## src/rtl/phy_cfg_pkg.sv

```systemverilog
package phy_cfg_pkg;

  localparam int WORD_W = 32;

  // word 0 field positions
  localparam int ICUR_LSB  = 28;
  localparam int ICUR_W    = 4;
  localparam int DISC_LSB  = 26;
  localparam int DISC_W    = 2;
  localparam int TSEL_LSB  = 12;
  localparam int TSEL_W    = 4;
  localparam int TERM_LSB  = 6;
  localparam int TERM_W    = 2;

  // word 1 strobe and field positions
  localparam int DSTB_BIT  = 29;
  localparam int ASTB_BIT  = 28;
  localparam int IADR_LSB  = 16;
  localparam int IADR_W    = 12;
  localparam int IDAT_LSB  = 16;
  localparam int IDAT_W    = 8;

  typedef struct packed {
    logic [ICUR_W-1:0] icur;
    logic [TSEL_W-1:0] tsel;
    logic [TERM_W-1:0] term;
  } trim_t;

  typedef enum logic [1:0] {
    PH_ASET = 2'd0,
    PH_ACLR = 2'd1,
    PH_DSET = 2'd2,
    PH_DCLR = 2'd3
  } iphase_t;

  typedef enum logic [2:0] {
    ST_IDLE = 3'd0,
    ST_NVM  = 3'd1,
    ST_CFG0 = 3'd2,
    ST_CFG1 = 3'd3,
    ST_IND  = 3'd4,
    ST_DONE = 3'd5
  } lstate_t;

endpackage

```

## src/rtl/cfg_trim_merge.sv

```systemverilog
module cfg_trim_merge
  import phy_cfg_pkg::*;
#(
  parameter bit TRIM_EN = 1'b1
) (
  input  logic [WORD_W-1:0] def_word,
  input  trim_t             trim,
  input  logic              trim_err,
  output logic [WORD_W-1:0] merged,
  output logic              applied
);

  localparam logic [WORD_W-1:0] ICUR_M = ((WORD_W)'(1) << ICUR_W) - 1 << ICUR_LSB;
  localparam logic [WORD_W-1:0] TSEL_M = ((WORD_W)'(1) << TSEL_W) - 1 << TSEL_LSB;
  localparam logic [WORD_W-1:0] TERM_M = ((WORD_W)'(1) << TERM_W) - 1 << TERM_LSB;
  localparam logic [WORD_W-1:0] DISC_M = ((WORD_W)'(1) << DISC_W) - 1 << DISC_LSB;

  logic nonzero;
  assign nonzero = |trim;

  generate
    if (TRIM_EN) begin : g_trim
      assign applied = !trim_err && nonzero;
    end else begin : g_notrim
      assign applied = 1'b0;
    end
  endgenerate

  always_comb begin
    if (applied) begin
      merged = def_word & ~(ICUR_M | TSEL_M | TERM_M);
      merged = merged | ((WORD_W)'(trim.icur) << ICUR_LSB)
                      | ((WORD_W)'(trim.tsel) << TSEL_LSB)
                      | ((WORD_W)'(trim.term) << TERM_LSB);
    end else begin
      merged = def_word | DISC_M;
    end
  end

endmodule

```

## src/rtl/ind_step_gen.sv

```systemverilog
module ind_step_gen
  import phy_cfg_pkg::*;
#(
  parameter int                       NUM_PARAMS = 1,
  parameter logic [NUM_PARAMS*12-1:0] PARAM_ADDR = 12'd10,
  parameter logic [NUM_PARAMS*8-1:0]  PARAM_MASK = 8'h60,
  parameter logic [NUM_PARAMS*8-1:0]  PARAM_VAL  = 8'h60,
  localparam int PW     = (NUM_PARAMS > 1) ? $clog2(NUM_PARAMS) : 1,
  localparam int PSLOTS = 1 << PW
) (
  input  logic [WORD_W-1:0] shadow,
  input  logic [PW-1:0]     pidx,
  input  iphase_t           phase,
  output logic [WORD_W-1:0] word
);

  localparam logic [WORD_W-1:0] ADR_M  = ((WORD_W)'(1) << IADR_W) - 1 << IADR_LSB;
  localparam logic [WORD_W-1:0] ASTB_M = (WORD_W)'(1) << ASTB_BIT;
  localparam logic [WORD_W-1:0] DSTB_M = (WORD_W)'(1) << DSTB_BIT;

  logic [IADR_W-1:0] adr_tab [PSLOTS];
  logic [IDAT_W-1:0] msk_tab [PSLOTS];
  logic [IDAT_W-1:0] val_tab [PSLOTS];

  for (genvar g = 0; g < PSLOTS; g++) begin : g_slot
    if (g < NUM_PARAMS) begin : g_used
      assign adr_tab[g] = PARAM_ADDR[g*IADR_W +: IADR_W];
      assign msk_tab[g] = PARAM_MASK[g*IDAT_W +: IDAT_W];
      assign val_tab[g] = PARAM_VAL[g*IDAT_W +: IDAT_W];
    end else begin : g_pad
      assign adr_tab[g] = '0;
      assign msk_tab[g] = '0;
      assign val_tab[g] = '0;
    end
  end

  logic [IADR_W-1:0] cur_adr;
  logic [IDAT_W-1:0] cur_msk;
  logic [IDAT_W-1:0] cur_val;

  assign cur_adr = adr_tab[pidx];
  assign cur_msk = msk_tab[pidx];
  assign cur_val = val_tab[pidx];

  always_comb begin
    unique case (phase)
      PH_ASET: word = (shadow & ~ADR_M) | ((WORD_W)'(cur_adr) << IADR_LSB) | ASTB_M;
      PH_ACLR: word = shadow & ~ASTB_M;
      PH_DSET: word = (shadow & ~((WORD_W)'(cur_msk) << IDAT_LSB))
                      | ((WORD_W)'(cur_val) << IDAT_LSB) | DSTB_M;
      default: word = shadow & ~DSTB_M;
    endcase
  end

endmodule

```

## src/rtl/phy_cfg_loader.sv

```systemverilog
module phy_cfg_loader
  import phy_cfg_pkg::*;
#(
  parameter int                       ADDR_W     = 8,
  parameter logic [ADDR_W-1:0]        OFS_CFG0   = 8'h00,
  parameter logic [ADDR_W-1:0]        OFS_CFG1   = 8'h04,
  parameter bit                       TRIM_EN    = 1'b1,
  parameter int                       NUM_PARAMS = 1,
  parameter logic [NUM_PARAMS*12-1:0] PARAM_ADDR = 12'd10,
  parameter logic [NUM_PARAMS*8-1:0]  PARAM_MASK = 8'h60,
  parameter logic [NUM_PARAMS*8-1:0]  PARAM_VAL  = 8'h60
) (
  input  logic              clk,
  input  logic              rst,
  input  logic              start,
  input  logic [31:0]       def_cfg0,
  input  logic [31:0]       def_cfg1,
  output logic              nvm_req,
  input  logic              nvm_valid,
  input  logic              nvm_err,
  input  logic [1:0]        term_trim,
  input  logic [3:0]        tsel_trim,
  input  logic [3:0]        icur_trim,
  output logic              wr_valid,
  input  logic              wr_ready,
  output logic [ADDR_W-1:0] wr_addr,
  output logic [31:0]       wr_data,
  output logic              done
);

  localparam int PW = (NUM_PARAMS > 1) ? $clog2(NUM_PARAMS) : 1;
  localparam logic [PW-1:0] PLAST = PW'(NUM_PARAMS - 1);

  lstate_t           state;
  logic [WORD_W-1:0] def0_q, def1_q, shadow_q;
  trim_t             trim_q;
  logic              err_q;
  logic [PW-1:0]     pidx_q;
  iphase_t           phase_q;

  logic [WORD_W-1:0] cfg0_word, ind_word;
  logic              trim_used;
  logic              accept, can_start, zero_defs;

  cfg_trim_merge #(.TRIM_EN(TRIM_EN)) u_merge (
    .def_word (def0_q),
    .trim     (trim_q),
    .trim_err (err_q),
    .merged   (cfg0_word),
    .applied  (trim_used)
  );

  ind_step_gen #(
    .NUM_PARAMS (NUM_PARAMS),
    .PARAM_ADDR (PARAM_ADDR),
    .PARAM_MASK (PARAM_MASK),
    .PARAM_VAL  (PARAM_VAL)
  ) u_step (
    .shadow (shadow_q),
    .pidx   (pidx_q),
    .phase  (phase_q),
    .word   (ind_word)
  );

  assign wr_valid  = (state == ST_CFG0) || (state == ST_CFG1) || (state == ST_IND);
  assign accept    = wr_valid && wr_ready;
  assign nvm_req   = (state == ST_NVM);
  assign done      = (state == ST_DONE);
  assign can_start = (state == ST_IDLE) || (state == ST_DONE);
  assign zero_defs = (def_cfg0 == '0) && (def_cfg1 == '0);

  always_comb begin
    unique case (state)
      ST_CFG0: begin wr_addr = OFS_CFG0; wr_data = cfg0_word; end
      ST_CFG1: begin wr_addr = OFS_CFG1; wr_data = def1_q;    end
      ST_IND:  begin wr_addr = OFS_CFG1; wr_data = ind_word;  end
      default: begin wr_addr = '0;       wr_data = '0;        end
    endcase
  end

  always_ff @(posedge clk) begin
    if (rst) begin
      state    <= ST_IDLE;
      def0_q   <= '0;
      def1_q   <= '0;
      shadow_q <= '0;
      trim_q   <= '0;
      err_q    <= 1'b1;
      pidx_q   <= '0;
      phase_q  <= PH_ASET;
    end else begin
      unique case (state)
        ST_IDLE, ST_DONE: begin
          if (start) begin
            def0_q <= def_cfg0;
            def1_q <= def_cfg1;
            trim_q <= '0;
            err_q  <= 1'b1;
            if (zero_defs)    state <= ST_DONE;
            else if (TRIM_EN) state <= ST_NVM;
            else              state <= ST_CFG0;
          end
        end
        ST_NVM: begin
          if (nvm_valid) begin
            trim_q <= '{icur: icur_trim, tsel: tsel_trim, term: term_trim};
            err_q  <= nvm_err;
            state  <= ST_CFG0;
          end
        end
        ST_CFG0: if (accept) state <= ST_CFG1;
        ST_CFG1: begin
          if (accept) begin
            shadow_q <= def1_q;
            pidx_q   <= '0;
            phase_q  <= PH_ASET;
            state    <= ST_IND;
          end
        end
        ST_IND: begin
          if (accept) begin
            shadow_q <= ind_word;
            phase_q  <= iphase_t'(phase_q + 2'd1);
            if (phase_q == PH_DCLR) begin
              if (pidx_q == PLAST) state <= ST_DONE;
              else pidx_q <= pidx_q + PW'(1);
            end
          end
        end
        default: state <= ST_IDLE;
      endcase
    end
  end

  // offered write holds while stalled
  p_hold_r7: assert property (@(posedge clk) disable iff (rst)
    wr_valid && !wr_ready |=> wr_valid && $stable(wr_addr) && $stable(wr_data));

  // completion excludes any bus or NVM activity
  p_done_excl_r8: assert property (@(posedge clk) disable iff (rst)
    done |-> !wr_valid && !nvm_req);

  // the first write of a run targets word 0
  p_first_cfg0_r5: assert property (@(posedge clk) disable iff (rst)
    $rose(wr_valid) |-> wr_addr == OFS_CFG0);

  // NVM answer ends the request and starts the writes
  p_nvm_ack_r2: assert property (@(posedge clk) disable iff (rst)
    nvm_req && nvm_valid |=> !nvm_req && wr_valid && wr_addr == OFS_CFG0);

  // zero defaults finish immediately
  p_skip_r9: assert property (@(posedge clk) disable iff (rst)
    !wr_valid && !nvm_req && start && def_cfg0 == '0 && def_cfg1 == '0
    |=> done && !nvm_req && !wr_valid);

  // start during a stalled write changes nothing
  p_busy_start_r10: assert property (@(posedge clk) disable iff (rst)
    wr_valid && !wr_ready && start |=> wr_valid && !nvm_req);

endmodule

```

## config.mk

```make
export PLATFORM = sky130hd
export DESIGN_NAME = phy_cfg_loader
export DESIGN_NICKNAME = d
export VERILOG_FILES = /design/src/rtl/phy_cfg_pkg.sv /design/src/rtl/cfg_trim_merge.sv /design/src/rtl/ind_step_gen.sv /design/src/rtl/phy_cfg_loader.sv
export SDC_FILE = /design/constraint.sdc
export NUM_CORES = 1
export LEC_CHECK = 0
export ABC_AREA = 0
export ABC_CLOCK_PERIOD_IN_PS = 2250
export CORE_UTILIZATION = 46
export DETAILED_ROUTE_END_ITERATION = 16
export HOLD_SLACK_MARGIN = 0.05
export PLACE_DENSITY = 0.77
export SLEW_MARGIN = 40
export SYNTH_ARGS = -nofsm -noshare
export SYNTH_HDL_FRONTEND = slang
export SYNTH_SLANG_ARGS = --single-unit
export TNS_END_PERCENT = 20
```

## constraint.sdc

```tcl
create_clock -name clk -period 2.25 [get_ports clk]
set_input_delay 0.45 -clock clk [delete_from_list [all_inputs] [get_ports clk]]
set_output_delay 0.45 -clock clk [all_outputs]
set_load 0.03 [all_outputs]
```

-- After elaboration in Yosys (flattened, before gate mapping)
Cells that the tools add are included.
- word-level logic and storage cells: 92
- memories: 0
- bits in writable memories: 0
- output and inout port bits: 43
- bits of input ports: 80
- latch bits: 0
- ROM bits: 0
- flip-flop bits (word level): 113
- $add $sub $neg: 2
- shift-type cells: 0
- bitwise gates (word level): 8
- mux-type cells: 36
- reductions and logical operators: 20
- $mul: 0
- $lt $le $gt $ge: 1
- equality and inequality tests: 15
- div/mod/pow operators: 0
- operators with widths (kind ; count):
    $pmux 32 s3 ; 2
    $mux 32 ; 3
    $logic_not 32->1 ; 2
    $pmux 32 s2 ; 1
    $and 32x32->32 ; 1
    $not 24->32 ; 1
    $or 28x32->32 ; 1
    $or 32x16->32 ; 1
    $or 32x24->32 ; 1
    $or 32x28->32 ; 1
    $or 32x8->32 ; 1
    $mux 3 ; 9
    $mux 12 ; 2
    $mux 10 ; 2
    $pmux 10 s2 ; 1
    $mux 8 ; 2
    $pmux 3 s5 ; 1
    $ne 2x2->1 const B ; 5
    $reduce_or 10->1 ; 1
    $mux 7 ; 1
    $reduce_and 7->1 ; 1
    $eq 3x2->1 const B ; 2
    $eq 3x3->1 const B ; 2
    $mux 1 ; 6
    other kinds (22) ; 32

-- Depth between registers and ports, before layout
Gate-level depths: netlist (run 1).
- depth after elaboration: 10
- depth in mapped cells: 9
- depth with buffers taken out: 6

-- Modules after synthesis
From an unflattened synthesis (run 1), not the netlist that was laid out.
- cells, all modules: 719
- area total of the unflattened synthesis: 5871.9 um2
- modules (own cells, without submodules) (module ; cells an instance ; instances ; area each (um2) ; seq. area each (um2)):
    phy_cfg_loader ; 632 ; 1 ; 5227.5 ; 2242.2
    cfg_trim_merge ; 48 ; 1 ; 346.6 ; 0.0
    ind_step_gen ; 39 ; 1 ; 297.8 ; 0.0

-- Worst setup path after synthesis (run 1)
No wires, ideal clock.
- path kind: register to output
- start point: register phase_q[1]
- end point: output wr_data[16]
- setup slack: -0.299 ns
- path buffers: 3
- arrival time: 2.099 ns
- cell stages (with the launch flop): 10
- data required time: 1.800 ns
- cell sequence: dfxtp_1 > clkbuf_1 > inv_1 > ha_1 > or3_1 > and2_0 > clkbuf_2 > buf_2 > nand2_1 > o21ai_0
- longest elaborated chain between the ends: 3
- elaborated cells between the ends (all ways): 5
- classes of those cells: 2 x eq/ne; 2 x mux; 1 x reduce/logical
- ends and longest elaborated chain (element ; RTL line ; text):
    start: declaration ; phy_cfg_loader.sv:39 ; iphase_t phase_q;
    start signal: assignment ; phy_cfg_loader.sv:123 ; phase_q <= iphase_t'(phase_q + 2'd1);
    $eq 2x2->1, or another cell as far along ; ind_step_gen.sv:46 ; unique case (phase)
    $pmux 32 s3 * ; ind_step_gen.sv:46 ;
    $pmux 32 s3 * ; phy_cfg_loader.sv:73 ; unique case (state)
    end: declaration ; phy_cfg_loader.sv:27 ; output logic [31:0] wr_data,
Every way passes the cells marked *; elsewhere a longest branch is shown, timed or not.

-- Worst setup path in the final report (run 1)
- start point: register phase_q[0]
- end point: output wr_data[27]
The elaborated chain is that of the path after synthesis.

==> results of run 1 <==
## stage by stage
step           instance area, um^2  power (W)  utilization, %  cells  setup TNS [ns]
2_1_floorplan                 5460    0.00308               -    679               0
3_3_place_gp                  6590    0.00348            57.7    905               0
3_5_place_dp                  6590    0.00351            57.7    905               0
4_1_cts                       7010    0.00509            61.4    928           -2.14
5_1_grt                       7110    0.00533            62.2    930           -2.70
6_report                      7110    0.00513            62.2    930           -1.30
## worst min-delay path, delay by kind of cell (launching register included)
family	cells	cell delay, ns
AND/OR/NAND/NOR	1	0.05
flip-flops	1	0.31
AO/OA/AOI/OAI	1	0.05
## cells in the mapped netlist, drive strengths merged
master and number:
o21bai 1, a211oi 3, mux2i 28, o21ai 46, clkbuf 18, nor3 1
a311oi 3, nor2 11, and3 4, a21oi 101, nor4 18, nor3b 2
a2111o 1, a31o 1, xnor2 1, a221oi 1, or3b 1, inv 5
ha 4, dfxtp 112, buf 42, conb 1, xor2 1, o21a 1
nand4 4, nand3b 2, or3 1, o31ai 2, a32oi 2, a31oi 1
a2111oi 1, or2 1, nand2 190, a22o 10, a21boi 1, a22oi 11
mux2 2, and2 3, nor2b 2, a21o 2, nand2b 6, and3b 1
and4bb 1, o221ai 1, nand3 22
## cells by family (layout without fill, tap and decap cells)
family,count (synthesis),after routing,synth area share [%]
other cells,1,7,0.0695
buf+inv,65,172,6.98
compound gates,189,190,21.0
fa+ha+maj,4,4,0.927
xor+xnor,2,2,0.325
simple gates,270,270,23.5
mux,30,30,5.61
flops,112,112,41.5
## repair_timing
| action | in CTS | in global routing |
|---|---|---|
| cloned | 1 | 1 |
| gates resized for setup | 35 | 20 |
| pin swaps | 5 | 7 |
| buffers inserted | 6 | 1 |
| hold endpoints to repair | 0 | 0 |
| endpoints found under the setup margin | 29 | 33 |
## power breakdown
group | leakage, nW | switching [W] | internal [W] | total [W]
clock network | 0.143 | 0.000780 | 0.000809 | 0.00159
logic | 1.55 | 0.000752 | 0.000517 | 0.00127
registers | 0.916 | 0.000132 | 0.00214 | 0.00228
total | 2.61 | 0.00166 | 0.00347 | 0.00513
## path summary, 6_finish.rpt
check             slack, ns                         to  cells after the start
hold reg to reg        0.45   shadow_q[2]$_SDFFE_PP0P_                      2
setup reg to reg       0.41  shadow_q[23]$_SDFFE_PP0P_                      8
setup / recovery      -0.17                wr_data[27]                      8
hold / removal         0.45   shadow_q[2]$_SDFFE_PP0P_                      2
## sequential cells by signal, indices dropped and copies added, names as in the netlist
name,cells
state,3
shadow_q,32
def0_q,32
def1_q,32
trim_q,10
phase_q,2
err_q,1
## final cells by class
cell class	instances	area [um^2]
fillers	994	4310
multi-input cells	503	2930
flip-flops and latches	112	2260
repair buffers	151	1420
clock buffers	10	239
well taps	143	179
clock inverters	6	58.8
inverters	5	21.3
## per-layer routing
metal	wire length (um)	up-vias	GRT usage (%)
met5	0	-	0
met4	374	0	9.68
met3	1090	29	4.41
met2	7950	237	44.2
met1	6730	2578	33.6
li1	-	2542	-
==> flow_metrics.env, run 1 <==
export IMPL_status="complete, but fails checks"
export IMPL_violations="negative setup slack"
export IMPL_place_congestion=0.850
export IMPL_grt_max_degree=70
export IMPL_cpMostUsedCell="buf_6"
export IMPL_start_util_pct=47.3
export IMPL_ys_ff_latch=112
export IMPL_path_clk_slew_ns=0.08
export IMPL_hold_buffers=0
export IMPL_antennaDiodeCount=0
export IMPL_rsz0062_at_grt="true"
export IMPL_slew_headroom_pct=51.4
export IMPL_period_share_pct=107
export IMPL_layout_common_cells="185 x nand2_1, 106 x dfxtp_1, 89 x a21oi_1"
export IMPL_yosys_warnings=0
export IMPL_power_per_cell_area_nw_per_um2=722
export IMPL_crit_path_end_kind="output port"
export IMPL_cp_max_fo=7
export IMPL_syn_inst=673
export IMPL_insertion_delay_ns=0.35
export IMPL_setup_ws_ns=-0.167
export IMPL_yosysSeqAreaShare_pct=41.5
export IMPL_cts_buffer_depth=2
export IMPL_r2r_start="phase_q[0]$_SDFFE_PP0P_"
export IMPL_drt_iter0_drc=377
export IMPL_worstHoldStart="shadow_q[2]$_SDFFE_PP0P_"
export IMPL_globalRouteTotalUtil_pct=26.2
export IMPL_numCtsBuffers=9
export IMPL_std_cell_rows=39
export IMPL_critPathLaunch="phase_q[0]$_SDFFE_PP0P_"
export IMPL_cp_data_arrival_time_ns=1.97
export IMPL_yosys_top_cells_area="dfxtp_1 42%, nand2_1 13%, a21oi_1 8.3%, mux2i_1 5.2%, o21ai_0 4.1%"
export IMPL_wl_um=16100
export IMPL_max_stage_delay_ns=0.40
export IMPL_die_h_um=110
export IMPL_drt_vias_per_instance=5.79
export IMPL_skew_ns=0.00718
export IMPL_cp_required_ns=1.80
export IMPL_cpMaxStageDelayCell="or3_4"
export IMPL_routed_via_count=5386
export IMPL_final_antenna_net_count=0
export IMPL_cts_root_buffer="clkbuf_16"
export IMPL_setup_viol=15
export IMPL_dpl_worst_slack_ns=0.00750
export IMPL_layout_commonest_cell="nand2_1"
export IMPL_min_delay_path_class="reg -> reg"
export IMPL_wl_per_cell_um=17.4
export IMPL_drive_gt1_share_pct=19.7
export IMPL_ir_drop_uv=421
export IMPL_io_buffers=115
export IMPL_worst_pin_slew_ns=0.729
export IMPL_grt_pass1_wl_um=24500
export IMPL_area_growth_pct=31.6
export IMPL_hpwl_um=11100
export IMPL_cts_tree="done"
export IMPL_yosysUniqueCellTypes=60
export IMPL_fin_nets=866
export IMPL_maxCapViolations=0
export IMPL_critPathTopFamily="simple AND/OR/NAND/NOR gates"
export IMPL_drc=0
export IMPL_drv_slew=0
export IMPL_crit_chain="inv_4 > ha_4 > or3_4 > and2_4 > buf_6 > a22oi_2 > nand2_2 > buf_6"
export IMPL_core_area_um2=11400
export IMPL_startpoint_type="flop"
export IMPL_h_tree_depth=3
export IMPL_drtPass1Iterations=5
export IMPL_grt_overflow=0
export IMPL_die_area_um2=12200
export IMPL_synth_top_area_share_pct=41.5
export IMPL_pin_count=123
export IMPL_layout_min_cycle_time_ns=2.42
export IMPL_setup_worst_path_class="reg -> out"
export IMPL_hold_slack_ns=0.454
export IMPL_p_leak_nw=2.61
export IMPL_first_global_vias=5034
export IMPL_antenna_found_initial=0
export IMPL_die_x_um=110
export IMPL_synth_top_area_cell="dfxtp_1"
export IMPL_avgSynthCellArea_um2=8.02
export IMPL_max_freq_mhz=414
export IMPL_synth_area_um2=5400
export IMPL_clock_sinks=112
export IMPL_finalHoldViolations=0
export IMPL_worst_path_buf_inv=3
Power figures use the tool's default switching activity.
==> inputs of run 2 (changes only) <==
- CORE_UTILIZATION: 46 -> 25
- PLACE_DENSITY: 0.77 -> not set
==> run 2 against run 1 <==
The run still ends with negative setup slack left. Global-route usage fell by 9.6 points. Register-to-register slack got worse by 0.04 ns. Sequential power barely moved. Largest power group unchanged. Sequential share of layout area fell by 2.9 points.
==> flow_metrics.env, run 2 (synthesized netlist as in run 1, its figures left out) <==
export IMPL_drtPass1Iterations=4
export IMPL_slew_headroom_pct=56.8
export IMPL_die_x_um=149
export IMPL_wl_um=18400
export IMPL_dp_cells=1055
export IMPL_place_congestion=0.813
export IMPL_antenna_found_initial=0
export IMPL_drive_gt1_share_pct=24.5
export IMPL_grt_pass1_wl_um=28200
export IMPL_grt_max_degree=65
export IMPL_die_h_um=149
export IMPL_layout_min_cycle_time_ns=2.37
export IMPL_power_per_cell_area_nw_per_um2=673
export IMPL_numCtsBuffers=9
export IMPL_die_area_um2=22200
export IMPL_h_tree_depth=3
export IMPL_fillers=2179
export IMPL_grt_overflow=0
export IMPL_drt_vias_per_instance=4.86
export IMPL_drc=0
export IMPL_cp_data_arrival_time_ns=1.92
export IMPL_cts_buffer_depth=2
export IMPL_cpMaxStageDelayCell="dfxtp_4"
export IMPL_layout_common_cells="185 x nand2_1, 103 x dfxtp_1, 87 x a21oi_1"
export IMPL_setup_ws_ns=-0.115
export IMPL_setup_worst_path_class="reg -> out"
export IMPL_period_share_pct=105
export IMPL_cts_tree="done"
export IMPL_final_cells=1076
export IMPL_critPathTopFamily="simple AND/OR/NAND/NOR gates"
export IMPL_status="complete, but fails checks"
export IMPL_routed_via_count=5229
export IMPL_startpoint_type="flop"
export IMPL_cts_root_buffer="clkbuf_16"
export IMPL_min_delay_path_class="in -> reg"
export IMPL_ir_drop_uv=396
export IMPL_path_clk_slew_ns=0.08
export IMPL_max_stage_delay_ns=0.39
export IMPL_hpwl_um=13300
export IMPL_fin_nets=880
export IMPL_std_cell_rows=53
export IMPL_setup_viol=20
export IMPL_reg_largest_list="def0_q (32), def1_q (32), shadow_q (32)"
export IMPL_dpl_worst_slack_ns=0.00939
export IMPL_maxCapViolations=0
export IMPL_worst_pin_slew_ns=0.647
export IMPL_rsz0062_at_grt="true"
export IMPL_hold_buffers=0
export IMPL_final_antenna_net_count=0
export IMPL_antennaDiodeCount=0
export IMPL_core_area_um2=21100
export IMPL_drv_slew=0
export IMPL_globalRouteTotalUtil_pct=16.6
export IMPL_p_leak_nw=2.78
export IMPL_pin_count=123
export IMPL_violations="negative setup slack"
export IMPL_cp_required_ns=1.80
export IMPL_io_buffers=115
export IMPL_crit_chain="inv_4 > ha_4 > or3_4 > buf_6 > a21oi_2 > nand2b_4 > nand2_4 > buf_12"
export IMPL_max_freq_mhz=423
export IMPL_clock_sinks=112
export IMPL_layout_commonest_cell="nand2_1"
export IMPL_finalHoldViolations=0
export IMPL_wl_per_cell_um=17.1
export IMPL_area_growth_pct=45.4
export IMPL_start_util_pct=25.6
export IMPL_insertion_delay_ns=0.36
export IMPL_drt_iter0_drc=360
export IMPL_totalPowerFinal_w=0.00528
export IMPL_skew_ns=0.0100
export IMPL_worst_path_buf_inv=3
export IMPL_first_global_vias=5048
export IMPL_crit_path_end_kind="output port"
export IMPL_cp_max_fo=4
==> run 2: cell types whose count changed in the layout (fill, tap and decap cells not counted), moves of 3 or more <==
cell	previous run	this run
buf_12	4	31
inv_6	4	1
dfxtp_1	106	103
mux2i_4	0	3
mux2i_1	27	23
o21ai_0	27	15
buf_6	10	5
buf_4	56	46
buf_8	0	3
o21ai_2	4	18
==> run 2: repair_timing <==
item	4_1_cts	5_1_grt
endpoints found under the setup margin	32	33
resized for setup	60	45
gates cloned	1	1
pin swaps	7	12
setup buffers	7	2
==> run 2: metrics by stage <==
| stage | utilization [%] | area (um^2) | setup TNS, ns | hold slack, ns |
|---|---|---|---|---|
| floorplan | - | 5460 | 0 | 0.428 |
| global placement | 34.2 | 7210 | 0 | 0.437 |
| detailed placement | 34.2 | 7210 | 0 | 0.445 |
| CTS | 36.4 | 7670 | -2.53 | 0.360 |
| global route | 37.2 | 7850 | -3.07 | 0.356 |
| finish | 37.2 | 7850 | -1.36 | 0.370 |
==> run 2: worst paths after layout <==
| kind | depth (start not counted) | slack (ns) | from | to |
|---|---|---|---|---|
| worst max-delay path | 8 | -0.12 | phase_q[0]$_SDFFE_PP0P_ | wr_data[17] |
| worst min-delay path | 2 | 0.37 | rst | state[1]$_SDFFE_PP0P_ |
| worst max register to register | 8 | 0.37 | phase_q[0]$_SDFFE_PP0P_ | shadow_q[26]$_SDFFE_PP0P_ |
| worst min register to register | 2 | 0.45 | def0_q[22]$_SDFFE_PP0P_ | def0_q[22]$_SDFFE_PP0P_ |
==> run 2: per-layer routing <==
layer  part of all wire, %  vias to the layer above  track usage, %
met5                     0                        -               0
met4                   1.4                        0            3.88
met3                   5.8                       19            3.00
met2                    47                      144            26.7
met1                    45                     2498            22.9
li1                      -                     2568               -
==> run 2: worst reg2reg max path, cell delays in order, from the launching register on <==
cell,delay (ns)
dfxtp_4,0.39
inv_4,0.05
ha_4,0.15
or3_4,0.39
and2_4,0.21
buf_4,0.15
buf_2,0.16
o21ai_0,0.18
a21oi_1,0.08
==> run 2: cell type report <==
cell class                      instances  area, um^2  share of cell area, %
Inverter                                5        21.3                  0.271
Clock buffer                            9         225                   2.87
Timing Repair Buffer                  166        1890                   24.0
Clock inverter                          7        55.1                  0.702
Multi-Input combinational cell        502        3050                   38.9
Sequential cell                       112        2260                   28.8
Tap cell                              275         344                   4.39
==> run 2: power by group <==
group          leakage, nW  internal [W]  switching [W]
Clock                0.138      0.000765       0.000792
Combinational         1.72      0.000632       0.000812
Sequential           0.918       0.00214       0.000134
Total                 2.78       0.00354        0.00174
==> inputs of run 3 (changes only) <==
- CORE_ASPECT_RATIO: not set -> 0.7
==> run 3 against run 2 <==
The flow still finishes with violations (negative setup slack). Die area is essentially flat. Clock power is essentially flat. Global-route usage shrank 0.20 points. Routed wire length shrank 0.22%. Sequential power is essentially flat. Combinational power shrank 3%. Critical path depth shrank 1. Register-to-register slack is essentially flat. Clock skew grew 0.00063 ns. Hold slack lost 0.0048 ns. Critical endpoint is now wr_data[27].
==> flow_metrics.env, run 3 (synthesized netlist as in run 1, its figures left out) <==
export IMPL_status="complete, but fails checks"
export IMPL_finalHoldViolations=0
export IMPL_path_clk_slew_ns=0.07
export IMPL_hpwl_um=13300
export IMPL_stdcell_area_um2=7810
export IMPL_hold_slack_ns=0.366
export IMPL_cp_required_ns=1.80
export IMPL_skew_ns=0.0107
export IMPL_place_congestion=0.822
export IMPL_crit_path_end_kind="output port"
export IMPL_setup_worst_path_class="reg -> out"
export IMPL_globalRouteTotalUtil_pct=16.4
export IMPL_routed_via_count=5262
export IMPL_crit_chain="inv_4 > ha_4 > or3_4 > and2_4 > a22oi_2 > nand2_2 > buf_12"
export IMPL_cpMaxStageDelayCell="or3_4"
export IMPL_reg_largest_list="def0_q (32), def1_q (32), shadow_q (32)"
export IMPL_die_h_um=125
export IMPL_clock_sinks=112
export IMPL_max_stage_delay_ns=0.42
export IMPL_grt_max_degree=65
export IMPL_antennaDiodeCount=0
export IMPL_drtPass1Iterations=4
export IMPL_die_area_um2=22200
export IMPL_layout_min_cycle_time_ns=2.41
export IMPL_cts_tree="done"
export IMPL_p_leak_nw=2.82
export IMPL_pin_count=123
export IMPL_fin_util_pct=37.4
export IMPL_startpoint_type="flop"
export IMPL_std_cell_rows=44
export IMPL_wl_um=18400
export IMPL_grt_overflow=0
export IMPL_rsz0062_at_grt="true"
export IMPL_worst_pin_slew_ns=0.638
export IMPL_dpl_worst_slack_ns=-0.0791
export IMPL_violations="negative setup slack"
export IMPL_grt_pass1_wl_um=28100
export IMPL_ir_drop_uv=328
export IMPL_die_x_um=178
export IMPL_h_tree_depth=3
export IMPL_insertion_delay_ns=0.35
export IMPL_power_per_cell_area_nw_per_um2=673
export IMPL_drv_slew=0
export IMPL_hold_buffers=0
export IMPL_setup_viol=23
export IMPL_max_freq_mhz=415
export IMPL_dp_cells=1053
export IMPL_final_antenna_net_count=0
export IMPL_cp_data_arrival_time_ns=1.96
export IMPL_numCtsBuffers=9
export IMPL_critPathTopFamily="simple AND/OR/NAND/NOR gates"
export IMPL_first_global_vias=4934
export IMPL_drt_iter0_drc=506
export IMPL_antenna_found_initial=0
export IMPL_cts_buffer_depth=2
export IMPL_layout_common_cells="176 x nand2_1, 104 x dfxtp_1, 88 x a21oi_1"
export IMPL_area_growth_pct=44.8
export IMPL_io_buffers=115
export IMPL_drive_gt1_share_pct=24.8
export IMPL_setup_ws_ns=-0.161
export IMPL_period_share_pct=107
export IMPL_core_area_um2=20900
export IMPL_drt_vias_per_instance=4.88
export IMPL_wl_per_cell_um=17.1
export IMPL_place_area_um2=7170
export IMPL_drc=0
export IMPL_cts_root_buffer="clkbuf_16"
export IMPL_final_cells=1078
export IMPL_layout_commonest_cell="nand2_1"
export IMPL_min_delay_path_class="in -> reg"
export IMPL_cp_max_fo=5
export IMPL_worst_path_buf_inv=2
export IMPL_maxCapViolations=0
export IMPL_slew_headroom_pct=57.5
export IMPL_start_util_pct=25.8
export IMPL_fin_nets=881
[run 3: final cells by class]
cell class                 instances  area, um^2
timing repair buffer             166        1840
tap                              276         345
sequential                       112        2260
clock inverter                     5        40.0
fill                            2157       13100
multi-input combinational        503        3050
clock buffer                      11         253
inverter                           5        23.8
[run 3: per-stage QoR]
stage / setup TNS [ns] / total power [W]
2_1_floorplan: 0 / 0.00308
3_3_place_gp: -0.120 / 0.00362
3_5_place_dp: -0.314 / 0.00363
4_1_cts: -1.76 / 0.00525
5_1_grt: -3.78 / 0.00550
6_report: -1.75 / 0.00526
[run 3: power by group]
group	leakage (nW)	internal [W]	switching [W]	total (W)
clock network	0.146	0.000822	0.000766	0.00159
logic	1.76	0.000591	0.000808	0.00140
registers	0.917	0.00214	0.000132	0.00227
[run 3: worst reg2reg max path, cell delays in order (launching register included)]
cell     delay (ns)
dfxtp_2        0.44
buf_4          0.30
xnor2_1        0.19
and3_2         0.27
buf_4          0.27
nand2_1        0.19
a21oi_1        0.16
[run 3: per-layer routing]
layer  part of all wire (%)  global-route usage [%]  vias to the layer above  wire [um]
met2                     42                    23.5                      176       7720
met4                   0.47                    2.77                        0         87
met5                      0                       0                        -          0
met3                    6.8                    3.41                       10       1260
met1                     51                    25.1                     2505       9320
li1                       -                       -                     2571          -
[run 3: path summary, 6_finish.rpt]
path / cells past startpoint / startpoint / to / slack [ns]
worst max-delay path: 7 / phase_q[1]$_SDFFE_PP0P_ / wr_data[27] / -0.16
worst min register to register: 2 / def0_q[27]$_SDFFE_PP0P_ / def0_q[27]$_SDFFE_PP0P_ / 0.45
worst min-delay path: 2 / rst / state[1]$_SDFFE_PP0P_ / 0.37
worst max register to register: 6 / state[0]$_SDFFE_PP0P_ / def0_q[21]$_SDFFE_PP0P_ / 0.36
[run 3: repair_timing]
action / in CTS / in global routing
gates cloned: 1 / 0
gates resized for setup: 62 / 38
setup buffers: 7 / 1
pin swaps: 11 / 5
endpoints found under the setup margin: 25 / 32
